===== src/rtl/blkscan_pkg.sv =====
package blkscan_pkg;
  localparam logic [1:0] OP_ERASE = 2'd0;
  localparam logic [1:0] OP_PROG  = 2'd1;
  localparam logic [1:0] OP_READ  = 2'd2;

  localparam logic [1:0] CAUSE_MISMATCH = 2'd1;
  localparam logic [1:0] CAUSE_TIMEOUT  = 2'd2;
  localparam logic [1:0] CAUSE_ERASE    = 2'd3;

  localparam logic [1:0] TYPE_FACTORY = 2'b01;

  typedef enum logic [3:0] {
    S_IDLE, S_ECMD, S_EWAIT, S_LOAD, S_PCMD, S_PWAIT,
    S_RCMD, S_RWAIT, S_RDATA, S_RPT, S_NEXT
  } scan_state_e;
endpackage


===== src/rtl/blkscan_patgen.sv =====
module blkscan_patgen #(
  parameter int DATA_W = 16,
  parameter int PG_W   = 2,
  parameter int WD_W   = 3
) (
  input  logic [DATA_W-1:0] seed,
  input  logic [PG_W-1:0]   page,
  input  logic [WD_W-1:0]   word,
  output logic [DATA_W-1:0] pat
);
  localparam int HALF = DATA_W / 2;
  logic [DATA_W-1:0] idx;

  always_comb begin
    idx = DATA_W'({page, word});
    pat = seed ^ idx ^ (idx << HALF);
  end
endmodule


===== src/rtl/blkscan_timer.sv =====
module blkscan_timer #(
  parameter int TMO_W = 8
) (
  input  logic             clk,
  input  logic             rst_n,
  input  logic             clr,
  input  logic             run,
  input  logic [TMO_W-1:0] limit,
  output logic             expired
);
  localparam logic [TMO_W-1:0] CNT_MAX = '1;
  logic [TMO_W-1:0] cnt;

  always_ff @(posedge clk or negedge rst_n) begin
    if (!rst_n)                     cnt <= '0;
    else if (clr)                   cnt <= '0;
    else if (run && cnt != CNT_MAX) cnt <= cnt + 1'b1;
  end

  assign expired = run && (cnt >= limit);

  AST_TMO_NEEDS_RUN: assert property (@(posedge clk) disable iff (!rst_n)
    clr |=> (cnt == '0)) else $error("timer not restarted");
endmodule


===== src/rtl/blkscan_cmp.sv =====
module blkscan_cmp #(
  parameter int DATA_W = 16
) (
  input  logic              clk,
  input  logic              rst_n,
  input  logic              clr,
  input  logic              en,
  input  logic [DATA_W-1:0] got,
  input  logic [DATA_W-1:0] want,
  output logic              miss_now,
  output logic              miss_seen
);
  assign miss_now = en && (got != want);

  always_ff @(posedge clk or negedge rst_n) begin
    if (!rst_n)        miss_seen <= 1'b0;
    else if (clr)      miss_seen <= 1'b0;
    else if (miss_now) miss_seen <= 1'b1;
  end

  AST_MISS_LATCHED: assert property (@(posedge clk) disable iff (!rst_n)
    (miss_now && !clr) |=> miss_seen) else $error("mismatch lost");
endmodule


===== src/rtl/blkscan_top.sv =====
module blkscan_top
  import blkscan_pkg::*;
#(
  parameter int NBLK   = 8,
  parameter int NPG    = 4,
  parameter int NWD    = 8,
  parameter int DATA_W = 16,
  parameter int TMO_W  = 8,
  localparam int BLK_W = $clog2(NBLK),
  localparam int PG_W  = $clog2(NPG),
  localparam int WD_W  = $clog2(NWD),
  localparam int CNT_W = $clog2(NBLK + 1)
) (
  input  logic              clk,
  input  logic              rst_n,
  input  logic              start,
  input  logic [DATA_W-1:0] seed,
  input  logic [TMO_W-1:0]  tmo_limit,
  output logic              cmd_go,
  output logic [1:0]        cmd_op,
  output logic [BLK_W-1:0]  cmd_blk,
  output logic [PG_W-1:0]   cmd_page,
  input  logic              fl_busy,
  input  logic              fl_fail,
  output logic              wr_valid,
  input  logic              wr_ready,
  output logic [DATA_W-1:0] wr_data,
  input  logic              rd_valid,
  output logic              rd_ready,
  input  logic [DATA_W-1:0] rd_data,
  output logic              rpt_valid,
  input  logic              rpt_ready,
  output logic [BLK_W-1:0]  rpt_blk,
  output logic [1:0]        rpt_type,
  output logic [1:0]        rpt_cause,
  output logic              scan_busy,
  output logic              done,
  output logic [CNT_W-1:0]  bad_count
);
  localparam logic [BLK_W-1:0] BLK_LAST = BLK_W'(NBLK - 1);
  localparam logic [PG_W-1:0]  PG_LAST  = PG_W'(NPG - 1);
  localparam logic [WD_W-1:0]  WD_LAST  = WD_W'(NWD - 1);

  scan_state_e       state;
  logic [BLK_W-1:0]  blk;
  logic [PG_W-1:0]   pg;
  logic [WD_W-1:0]   wd;
  logic              fresh;
  logic [1:0]        cause;
  logic [DATA_W-1:0] pat;
  logic              tmo_run, tmo_exp;
  logic              miss_now, miss_seen;

  blkscan_patgen #(.DATA_W(DATA_W), .PG_W(PG_W), .WD_W(WD_W)) u_pat (
    .seed(seed), .page(pg), .word(wd), .pat(pat));

  assign tmo_run = (state == S_EWAIT) || (state == S_PWAIT) ||
                   (state == S_RWAIT) || (state == S_RDATA);

  blkscan_timer #(.TMO_W(TMO_W)) u_tmo (
    .clk(clk), .rst_n(rst_n), .clr(cmd_go), .run(tmo_run),
    .limit(tmo_limit), .expired(tmo_exp));

  blkscan_cmp #(.DATA_W(DATA_W)) u_cmp (
    .clk(clk), .rst_n(rst_n), .clr(state == S_RCMD),
    .en(state == S_RDATA && rd_valid), .got(rd_data), .want(pat),
    .miss_now(miss_now), .miss_seen(miss_seen));

  always_comb begin
    cmd_go = (state == S_ECMD) || (state == S_PCMD) || (state == S_RCMD);
    unique case (state)
      S_PCMD:  cmd_op = OP_PROG;
      S_RCMD:  cmd_op = OP_READ;
      default: cmd_op = OP_ERASE;
    endcase
  end

  assign cmd_blk   = blk;
  assign cmd_page  = pg;
  assign wr_valid  = (state == S_LOAD);
  assign wr_data   = pat;
  assign rd_ready  = (state == S_RDATA);
  assign rpt_valid = (state == S_RPT);
  assign rpt_blk   = blk;
  assign rpt_type  = TYPE_FACTORY;
  assign rpt_cause = cause;
  assign scan_busy = (state != S_IDLE);

  always_ff @(posedge clk or negedge rst_n) begin
    if (!rst_n) begin
      state     <= S_IDLE;
      blk       <= '0;
      pg        <= '0;
      wd        <= '0;
      fresh     <= 1'b0;
      cause     <= '0;
      bad_count <= '0;
      done      <= 1'b0;
    end else begin
      done <= 1'b0;
      unique case (state)
        S_IDLE: if (start) begin
          blk       <= '0;
          bad_count <= '0;
          state     <= S_ECMD;
        end
        S_ECMD: begin fresh <= 1'b1; state <= S_EWAIT; end
        S_EWAIT:
          if (fresh) fresh <= 1'b0;
          else if (!fl_busy) begin
            if (fl_fail) begin cause <= CAUSE_ERASE; state <= S_RPT; end
            else begin pg <= '0; wd <= '0; state <= S_LOAD; end
          end else if (tmo_exp) begin cause <= CAUSE_TIMEOUT; state <= S_RPT; end
        S_LOAD: if (wr_ready) begin
          if (wd == WD_LAST) begin wd <= '0; state <= S_PCMD; end
          else wd <= wd + 1'b1;
        end
        S_PCMD: begin fresh <= 1'b1; state <= S_PWAIT; end
        S_PWAIT:
          if (fresh) fresh <= 1'b0;
          else if (!fl_busy) state <= S_RCMD;
          else if (tmo_exp) begin cause <= CAUSE_TIMEOUT; state <= S_RPT; end
        S_RCMD: begin fresh <= 1'b1; wd <= '0; state <= S_RWAIT; end
        S_RWAIT:
          if (fresh) fresh <= 1'b0;
          else if (!fl_busy) state <= S_RDATA;
          else if (tmo_exp) begin cause <= CAUSE_TIMEOUT; state <= S_RPT; end
        S_RDATA:
          if (rd_valid) begin
            if (wd == WD_LAST) begin
              wd <= '0;
              if (miss_seen || miss_now) begin
                cause <= CAUSE_MISMATCH; state <= S_RPT;
              end else if (pg == PG_LAST) state <= S_NEXT;
              else begin pg <= pg + 1'b1; state <= S_LOAD; end
            end else wd <= wd + 1'b1;
          end else if (tmo_exp) begin cause <= CAUSE_TIMEOUT; state <= S_RPT; end
        S_RPT: if (rpt_ready) begin
          bad_count <= bad_count + 1'b1;
          state     <= S_NEXT;
        end
        S_NEXT:
          if (blk == BLK_LAST) begin done <= 1'b1; state <= S_IDLE; end
          else begin blk <= blk + 1'b1; state <= S_ECMD; end
        default: state <= S_IDLE;
      endcase
    end
  end

  AST_CMD_SINGLE: assert property (@(posedge clk) disable iff (!rst_n)
    cmd_go |=> !cmd_go) else $error("command strobe too long");
  AST_WR_HOLD: assert property (@(posedge clk) disable iff (!rst_n)
    (wr_valid && !wr_ready) |=> (wr_valid && $stable(wr_data))) else $error("write word dropped");
  AST_NO_PROG_AFTER_EFAIL: assert property (@(posedge clk) disable iff (!rst_n)
    (state == S_EWAIT && !fresh && !fl_busy && fl_fail) |=> rpt_valid) else $error("erase fail not reported");
  AST_RPT_HOLD: assert property (@(posedge clk) disable iff (!rst_n)
    (rpt_valid && !rpt_ready) |=> (rpt_valid && $stable(rpt_blk) && $stable(rpt_cause))) else $error("report unstable");
  AST_SKIP_AFTER_RPT: assert property (@(posedge clk) disable iff (!rst_n)
    (rpt_valid && rpt_ready) |=> ##1 ((cmd_go && cmd_op == OP_ERASE) || !scan_busy)) else $error("pages not skipped");
  AST_DONE_IDLE: assert property (@(posedge clk) disable iff (!rst_n)
    done |-> (!scan_busy && !$past(done))) else $error("done malformed");
  AST_IDLE_QUIET: assert property (@(posedge clk) disable iff (!rst_n)
    !scan_busy |-> (!cmd_go && !wr_valid && !rd_ready && !rpt_valid)) else $error("idle not quiet");
endmodule


===== config.mk =====
export PLATFORM = sky130hd
export DESIGN_NAME = blkscan_top
export DESIGN_NICKNAME = d
export VERILOG_FILES = /design/src/rtl/blkscan_pkg.sv /design/src/rtl/blkscan_patgen.sv /design/src/rtl/blkscan_timer.sv /design/src/rtl/blkscan_cmp.sv /design/src/rtl/blkscan_top.sv
export SDC_FILE = /design/constraint.sdc
export NUM_CORES = 1
export LEC_CHECK = 0
export BUFFER_PORTS_ARGS = -buffer_cell sky130_fd_sc_hd__buf_2
export CELL_PAD_IN_SITES_DETAIL_PLACEMENT = 0
export CELL_PAD_IN_SITES_GLOBAL_PLACEMENT = 1
export CORE_MARGIN = 2
export CORE_UTILIZATION = 40
export DETAILED_ROUTE_END_ITERATION = 8
export PLACE_DENSITY = 0.87
export SYNTH_ARGS = -nofsm -noshare
export SYNTH_HDL_FRONTEND = slang
export SYNTH_HIERARCHICAL = 1
export SYNTH_SLANG_ARGS = --single-unit

===== constraint.sdc =====
create_clock -name clk -period 7.1 [get_ports clk]
set_input_delay 0.355 -clock clk [delete_from_list [all_inputs] [get_ports clk]]
set_output_delay 0.355 -clock clk [all_outputs]
set_load 0.1 [all_outputs]

==> results of run 1 <==
-- through the flow --
stage / area, µm² / hold slack, ps
2_1_floorplan: 2500 / 59.4
3_3_place_gp: 2880 / 425
3_5_place_dp: 2880 / 428
4_1_cts: 2980 / 117
5_1_grt: 2980 / 167
6_report: 2980 / 96.1
-- kinds of logic after synthesis --
kind of cell	Yosys count	synth area share
buf+inv	41	0.0830
simple gates	98	0.219
flops	29	0.290
other cells	2	0.00300
fa+ha+maj	16	0.0790
mux	10	0.0415
compound gates	67	0.190
xor+xnor	27	0.0945
-- metal layers --
layer / vias up / routed length, µm / global-route usage
li1: 1171 / - / -
met1: 1096 / 2540 / 0.227
met2: 55 / 3210 / 0.331
met3: 9 / 311 / 0.0368
met4: 0 / 82 / 0.0551
met5: - / 0 / 0
-- placed cells by master (no fill, tap or decap), drive strengths merged, types with 4 or more instances in the layout --
cell    instances
a211oi          5
or3b            4
mux2i           7
nor3            5
and3            4
o21ai          17
dfrtp          29
a21oi          13
xor2           26
clkbuf          7
ha             15
inv            18
nand2          21
a22o            5
nand3          10
buf            85
nor4            7
nor2           23
-- Yosys cell counts (2+ instances only) --
cell / instances
a211oi_1: 5
a21oi_1: 12
a221oi_2: 2
a22o_1: 5
a22oi_1: 2
and3_1: 4
and4bb_2: 2
buf_1: 2
buf_2: 3
buf_4: 11
clkbuf_1: 5
conb_1: 2
dfrtp_1: 29
ha_1: 15
inv_1: 18
mux2_2: 2
mux2i_1: 7
nand2_1: 21
nand2b_1: 2
nand3_1: 9
nand3b_1: 2
nand4_1: 3
nor2_1: 23
nor2b_1: 3
nor3_1: 4
nor4_1: 7
o211ai_1: 3
o21a_1: 3
o21ai_0: 16
o2bb2ai_1: 3
o311ai_0: 2
o31ai_1: 2
or3_1: 2
or3b_1: 2
or3b_2: 2
xor2_1: 26
-- power by group through the flow --
stage | Clock (mW) | Sequential, mW | Combinational, mW
floorplan | 0 | 0.354 | 0.720
global placement | 0 | 0.308 | 0.899
detailed placement | 0 | 0.310 | 0.902
CTS | 0.157 | 0.309 | 0.907
global route | 0.164 | 0.324 | 0.962
finish | 0.152 | 0.309 | 0.902
-- layout make-up --
class / instances / area (µm²) / share of cell area
multi-input combinational: 220 / 1570 / 0.526
sequential: 29 / 726 / 0.243
clock inverter: 1 / 5.00 / 0.00168
tap: 75 / 93.8 / 0.0315
clock buffer: 7 / 96.3 / 0.0323
inverter: 18 / 67.6 / 0.0227
timing repair buffer: 85 / 425 / 0.143
-- state kept, by name (all words and copies together), names as in the netlist --
| signal | cells |
|---|---|
| state | 4 |
| u_cmp/miss_seen | 1 |
| wd | 3 |
| u_tmo/cnt | 8 |
| rpt_cause | 2 |
| cmd_page | 2 |
| done | 1 |
| cmd_blk | 3 |
| bad_count | 4 |
| fresh | 1 |
-- path summary, 6_finish.rpt --
kind,start,end,slack (ps),cells after the start
setup / recovery,state[1]$_DFFE_PN0P_,state[1]$_DFFE_PN0P_,4110,9
hold / removal,rst_n,cmd_blk[0]$_DFFE_PN0P_,100,1
setup reg to reg,state[1]$_DFFE_PN0P_,state[1]$_DFFE_PN0P_,4110,9
hold reg to reg,rpt_cause[0]$_DFFE_PN0P_,rpt_cause[0]$_DFFE_PN0P_,500,1
max in group asynchronous,rst_n,wd[1]$_DFFE_PN0P_,6580,1
min in group clk,rpt_ready,bad_count[0]$_DFFE_PN0P_,350,3
==> qor.txt, run 1 <==
area grow syn2layout = 19.2%
Crit. End Element = flop
run status = finished clean
Rel. slew slack = 0.459
sequential share of power = 0.227
vias per inst = 5.36
TritonRoute pass-1 iters = 4
Sw Pwr = 847 µW
most frequent CP cell = o21ai_0
Post-Synthesis Cells = 290
synth top area cells = dfrtp_1 29%, xor2_1 9.1%, ha_1 7.5%, nor2_1 3.5%, buf_4 3.3%
Die H = 83.1 µm
Max-cap violations = 0
CTS Hold Buffers Added = 0
number of global-route vias before repair = 2385
VDD IR-drop max = 283 µV
RSZ-0062 raised after global routing = false
DRT antenna net count = 0
Synthesis Warnings = 6
Yosys reg bits = 29
NumNets Final = 422
Post-route DRC = 0
placed insts = 427
first-pass GRT wire length = 10800 µm
ys flop type = dfrtp_1
fillers = 611
antenna violations before repair = 0
Clk Latency, worst-skew pair = 280 ps
setup TNS = 0 ps
final hold vios = 0
hpwl dp = 4730 µm
part of the power in the clock network = 0.112
final WL = 6150 µm
largest net degree at the start of global routing = 30
Seq/Total Area, Yosys = 0.290
Clock Pin Slew Worst Setup and Hold Paths = 60 ps
PortBufs = 85
combinational share of power = 0.661
CP delay by family, top = compound AO/OA/AOI/OAI gates
post-layout min period = 2990 ps
final setup vio count = 0
CP required = 7260 ps
CTS H-tree lvls = 2
pre-CTS setup slack = 4150 ps
crit share post-route = 0.421
total grt overflow = 0
Tightest Pin Transition = 802 ps
Leakage = 1.52 nW
Post-synth EDFFs = 0
Die X = 83.1 µm
Diodes inserted = 0
Tot GR Track Use = 0.186
Final Slew Violations = 0
initial DRC count = 66
Async SR Flop Fraction = 1.00
maximum fanout along the worst path = 26
Yosys top cell by area = dfrtp_1
CTS tree = yes
Resize count post-CTS = 0
Critical Path Max Stage Delay = 780 ps
DR vias = 2331
total CTS buffers = 5
worst path bufs/invs = 0
Pwr Density = 457 nW/µm²
clock sinks = 29
Startpoint Class = flop
WS Path Type = reg -> reg
Int Pwr = 516 µW
Initial Utilization = 0.418
Max Clock Skew = 2.82 ps
mapped cell area = 2500 µm²
post-route core utilization = 0.498
IO Pins = 88
Finished Layout Cells = 435
clock buffer depth = 2
Site Rows = 28
max frequency = 0.335 GHz
Net Sw Frac = 0.621
crit path max-delay cell type = dfrtp_1
Syn Nets = 353
Setup Fix Bufs, Post-CTS = 0
fin worst setup slack = 4110 ps
crit path DAT = 3150 ps
Mean Syn Cell Area = 8.62 µm²
core box area = 5990 µm²
share of the synthesized area in the top cell type = 0.290
Tot Pwr = 1.36 mW
distinct cell type count after synthesis = 65
share of cells above drive strength 1 = 0.303
GP Congestion = 0.857
Avg WL per Cell = 14.1 µm
clock root buffer master = clkbuf_8
hold crit path type = in -> async
die area = 6900 µm²
CP Cell Sequence = nor3b_1 > nor2_1 > o21ai_0 > o21a_1 > nand2b_1 > maj3_1 > nor2_1 > o21ai_0 > o21ai_0
Note: power is estimated with default switching activity, not from simulation.
==> run 2: changes to the inputs <==
--- a/config.mk
+++ b/config.mk
@@ -9,9 +9,9 @@
 export CELL_PAD_IN_SITES_DETAIL_PLACEMENT = 0
 export CELL_PAD_IN_SITES_GLOBAL_PLACEMENT = 1
 export CORE_MARGIN = 2
-export CORE_UTILIZATION = 40
+export CORE_UTILIZATION = 33
 export DETAILED_ROUTE_END_ITERATION = 8
-export PLACE_DENSITY = 0.87
+export PLACE_DENSITY = 0.77
 export SYNTH_ARGS = -nofsm -noshare
 export SYNTH_HDL_FRONTEND = slang
 export SYNTH_HIERARCHICAL = 1
==> constraint.sdc (replaced) <==
create_clock -name clk -period 2.6 [get_ports clk]
set_input_delay 0.13 -clock clk [delete_from_list [all_inputs] [get_ports clk]]
set_output_delay 0.13 -clock clk [all_outputs]
set_load 0.1 [all_outputs]
==> qor.txt, run 2 (synthesized netlist as in run 1, its figures left out) <==
vias per inst = 5.03
area grow syn2layout = 36.5%
Tightest Pin Transition = 650 ps
crit share post-route = 1.01
clock sinks = 29
DR vias = 2398
Finished Layout Cells = 477
maximum fanout along the worst path = 3
failing checks = setup timing
final hold vios = 0
antenna violations before repair = 0
RSZ-0062 raised after global routing = true
Initial Utilization = 0.343
NumNets Final = 440
hpwl dp = 5110 µm
Die X = 91.1 µm
Final Slew Violations = 0
IO Pins = 88
worst hold start = rpt_ready
number of global-route vias before repair = 2308
max reg flops = 8
core box area = 7290 µm²
crit path DAT = 2790 ps
setup TNS = -17.8 ps
Die H = 91.1 µm
share of cells above drive strength 1 = 0.394
final setup vio count = 1
DP Area = 3240 µm²
Clk Latency, worst-skew pair = 290 ps
WS Path Type = reg -> reg
CTS tree = yes
hold crit path type = in -> reg
clock root buffer master = clkbuf_8
fin area = 3410 µm²
total grt overflow = 0
Crit. End Element = flop
run status = finished with violations
Clock Pin Slew Worst Setup and Hold Paths = 70 ps
Regs by FF count = u_tmo/cnt: 8 flops, bad_count: 4 flops, state: 4 flops
Most flops, register = u_tmo/cnt
initial DRC count = 138
R2R Path Start = wd[2]$_DFFE_PN0P_
Diodes inserted = 0
post-route core utilization = 0.468
Avg WL per Cell = 13.8 µm
Leakage = 1.63 nW
pre-CTS setup slack = -179 ps
Max Clock Skew = 5.75 ps
Site Rows = 31
Tot GR Track Use = 0.162
max frequency = 0.382 GHz
Max-cap violations = 0
Pwr Density = 1210 nW/µm²
clock buffer depth = 2
Critical Path Start = wd[2]$_DFFE_PN0P_
DRT antenna net count = 0
CP required = 2770 ps
post-layout min period = 2620 ps
Startpoint Class = flop
largest net degree at the start of global routing = 30
CTS H-tree lvls = 2
placed insts = 466
GP Congestion = 0.836
most common cell after layout, fill and taps aside = buf_2
PortBufs = 85
Post-route DRC = 0
commonest cells after routing, fill and taps aside = 85 x buf_2, 24 x dfrtp_1, 21 x nor2_1, 21 x nand2_1, 18 x inv_1
final WL = 6600 µm
VDD IR-drop max = 534 µV
fin worst setup slack = -17.8 ps
total CTS buffers = 5
die area = 8290 µm²
first-pass GRT wire length = 11100 µm
TritonRoute pass-1 iters = 4
Rel. slew slack = 0.566
==> run 2: cell count changes in the layout (fill, tap and decap cells not counted), sizes merged <==
cell,before,now
dlygate4sd3,0,1
buf,85,102
clkbuf,7,6
bufinv,0,1
==> run 2: worst paths after layout <==
kind,cells past startpoint,end,slack [ps]
max,8,cmd_page[0]$_DFFE_PN0P_,-20
min,3,bad_count[0]$_DFFE_PN0P_,120
max reg2reg,8,cmd_page[0]$_DFFE_PN0P_,-20
min reg2reg,1,rpt_cause[0]$_DFFE_PN0P_,500
max in group asynchronous,2,cmd_page[0]$_DFFE_PN0P_,1710
min in group asynchronous,2,bad_count[0]$_DFFE_PN0P_,410
==> run 2: power breakdown <==
part	switching [mW]	internal [mW]	total, mW
registers	0.219	0.579	0.798
logic	2.07	0.811	2.88
clock network	0.179	0.284	0.463
total	2.46	1.67	4.14
==> run 2: metrics by stage <==
step           hold WS [ps]  power (mW)
4_1_cts                 121        4.13
5_1_grt                 152        4.39
3_5_place_dp            202        3.62
2_1_floorplan          -166        3.09
3_3_place_gp            205        3.61
6_report                116        4.14
==> run 2: worst max-delay path, stage by stage, from the launching register on <==
cell      delay [ps]
dfrtp_2          480
xor2_4           180
xor2_1           160
nor4_1           330
nand4_1          200
and2_4           190
or3_4            340
a221oi_4         310
mux2_4           320
==> run 2: what timing repair did <==
action | 4_1_cts | 5_1_grt
endpoints found under the setup margin | 2 | 3
hold buffers | 1 | 0
buffers inserted | 0 | 2
resized for setup | 8 | 2
gates cloned | 0 | 0
pin swaps | 5 | 5
endpoints found under the hold margin | 29 | 0
==> run 2: final cells by class <==
cell class	count	area, µm²
clock buffer	6	72.6
clock inverter	2	35.0
fill	719	3880
inverter	18	67.6
multi-input combinational	220	1810
sequential	29	737
tap	99	124
timing repair buffer	103	563
==> run 2: metal layers <==
layer,share of wire,global-route usage,vias to the layer above
met5,0,0,-
met4,0.013,0.0455,0
met3,0.057,0.0357,8
met2,0.45,0.252,76
met1,0.48,0.226,1113
li1,-,-,1201
==> run 3: changes to the inputs <==
--- a/config.mk
+++ b/config.mk
@@ -5,7 +5,7 @@
 export SDC_FILE = /design/constraint.sdc
 export NUM_CORES = 1
 export LEC_CHECK = 0
-export BUFFER_PORTS_ARGS = -buffer_cell sky130_fd_sc_hd__buf_2
+export BUFFER_PORTS_ARGS = -buffer_cell sky130_fd_sc_hd__clkbuf_2
 export CELL_PAD_IN_SITES_DETAIL_PLACEMENT = 0
 export CELL_PAD_IN_SITES_GLOBAL_PLACEMENT = 1
 export CORE_MARGIN = 2
@@ -16,3 +16,4 @@
 export SYNTH_HDL_FRONTEND = slang
 export SYNTH_HIERARCHICAL = 1
 export SYNTH_SLANG_ARGS = --single-unit
+export TNS_END_PERCENT = 30
==> qor.txt, run 3 (synthesized netlist as in run 1, its figures left out) <==
DRT antenna net count = 0
IO Pins = 88
Most flops, register = u_tmo/cnt
area grow syn2layout = 37.6%
NumNets Final = 442
Max-cap violations = 0
share of cells above drive strength 1 = 0.397
TritonRoute pass-1 iters = 4
final WL = 6390 µm
PortBufs = 85
total CTS buffers = 5
Post-route DRC = 0
Tightest Pin Transition = 745 ps
clock sinks = 29
maximum fanout along the worst path = 3
hpwl dp = 5080 µm
WS Path Type = reg -> reg
total grt overflow = 0
Critical Path Start = wd[1]$_DFFE_PN0P_
Pwr Density = 1210 nW/µm²
Site Rows = 31
fin worst setup slack = -14.3 ps
Avg WL per Cell = 13.3 µm
Die X = 91.1 µm
Tot GR Track Use = 0.157
R2R Path Start = wd[1]$_DFFE_PN0P_
max frequency = 0.383 GHz
DR vias = 2380
core box area = 7290 µm²
Crit. End Element = flop
Clock Pin Slew Worst Setup and Hold Paths = 60 ps
clock root buffer master = clkbuf_8
CTS H-tree lvls = 2
commonest cells after routing, fill and taps aside = 85 x clkbuf_2, 24 x dfrtp_1, 22 x nor2_1, 21 x nand2_1, 19 x buf_4
initial DRC count = 101
worst hold start = rpt_ready
VDD IR-drop max = 598 µV
Diodes inserted = 0
max reg flops = 8
largest net degree at the start of global routing = 30
CTS tree = yes
setup TNS = -14.3 ps
vias per inst = 4.97
crit share post-route = 1.01
Clk Latency, worst-skew pair = 280 ps
RSZ-0062 raised after global routing = true
clock buffer depth = 2
Die H = 91.1 µm
Regs by FF count = u_tmo/cnt: 8 flops, bad_count: 4 flops, state: 4 flops
post-layout min period = 2610 ps
Leakage = 1.64 nW
crit path DAT = 2780 ps
run status = finished with violations
die area = 8290 µm²
Rel. slew slack = 0.503
GP Congestion = 0.789
Final Slew Violations = 0
CP required = 2760 ps
Initial Utilization = 0.343
most common cell after layout, fill and taps aside = clkbuf_2
number of global-route vias before repair = 2226
hold crit path type = in -> reg
final setup vio count = 1
antenna violations before repair = 0
first-pass GRT wire length = 10800 µm
Max Clock Skew = 8.50 ps
pre-CTS setup slack = -143 ps
failing checks = setup timing
final hold vios = 0
Startpoint Class = flop
run 3: cell types whose count changed in the layout (fill, tap and decap cells not counted):
cell	delta
buf_4	+2
clkbuf_8	+1
xor2_2	+1
nor2_1	+1
nor2_2	-1
buf_2	-85
clkbuf_2	+85
clkinv_2	-1
xor2_1	-1
run 3: final timing paths:
check	to	slack (ps)	depth (start not counted)
min reg2reg	rpt_cause[0]$_DFFE_PN0P_	490	1
min in group asynchronous	cmd_blk[2]$_DFFE_PN0P_	470	2
max in group asynchronous	cmd_page[0]$_DFFE_PN0P_	1570	2
min	bad_count[0]$_DFFE_PN0P_	120	3
max reg2reg	cmd_page[0]$_DFFE_PN0P_	-10	8
max	cmd_page[0]$_DFFE_PN0P_	-10	8
run 3: area by class of cell:
cell class,instances,area [µm²]
Clock inverter,1,30.0
Clock buffer,7,86.3
Timing Repair Buffer,105,578
Inverter,18,67.6
Multi-Input combinational cell,220,1820
Tap cell,99,124
Fill cell,753,3850
Sequential cell,29,737
run 3: metrics by stage:
| step | hold WS [ps] | utilization | cell area (µm²) | instances | total power [mW] |
|---|---|---|---|---|---|
| after floorplan | -166 | - | 2720 | 290 | 3.08 |
| after global placement | 232 | 0.446 | 3250 | 468 | 3.62 |
| after detailed placement | 239 | 0.446 | 3250 | 468 | 3.63 |
| after CTS | 108 | 0.469 | 3420 | 478 | 4.18 |
| after global routing | 124 | 0.472 | 3440 | 479 | 4.42 |
| final | 116 | 0.472 | 3440 | 479 | 4.16 |
run 3: critical path: stages, from the launching register on:
cell and delay, ps:
dfrtp_2 480, xor2_4 190, xor2_2 190, nor4_2 290, nand4_1 190, and2_4 190, or3_4 350, a221oi_4 310
mux2_4 330
run 3: repair_timing:
| item | CTS | global route |
|---|---|---|
| hold endpoints to repair | 29 | 0 |
| gates resized for setup | 8 | 3 |
| pin swaps | 4 | 6 |
| hold buffers | 1 | 0 |
| buffers inserted | 1 | 1 |
| setup endpoints to repair | 2 | 4 |
run 3: power breakdown:
group          switching [mW]  leakage [nW]  internal (mW)
clock                   0.171        0.0585          0.312
combinational            2.07          1.21          0.820
sequential              0.207         0.373          0.580
run 3: per-layer routing:
| metal | share of wire | vias up | GRT usage |
|---|---|---|---|
| met3 | 0.049 | 6 | 0.0257 |
| met4 | 0.0094 | 0 | 0.0455 |
| met1 | 0.47 | 1100 | 0.220 |
| met2 | 0.47 | 59 | 0.249 |
| met5 | 0 | - | 0 |
| li1 | - | 1215 | - |
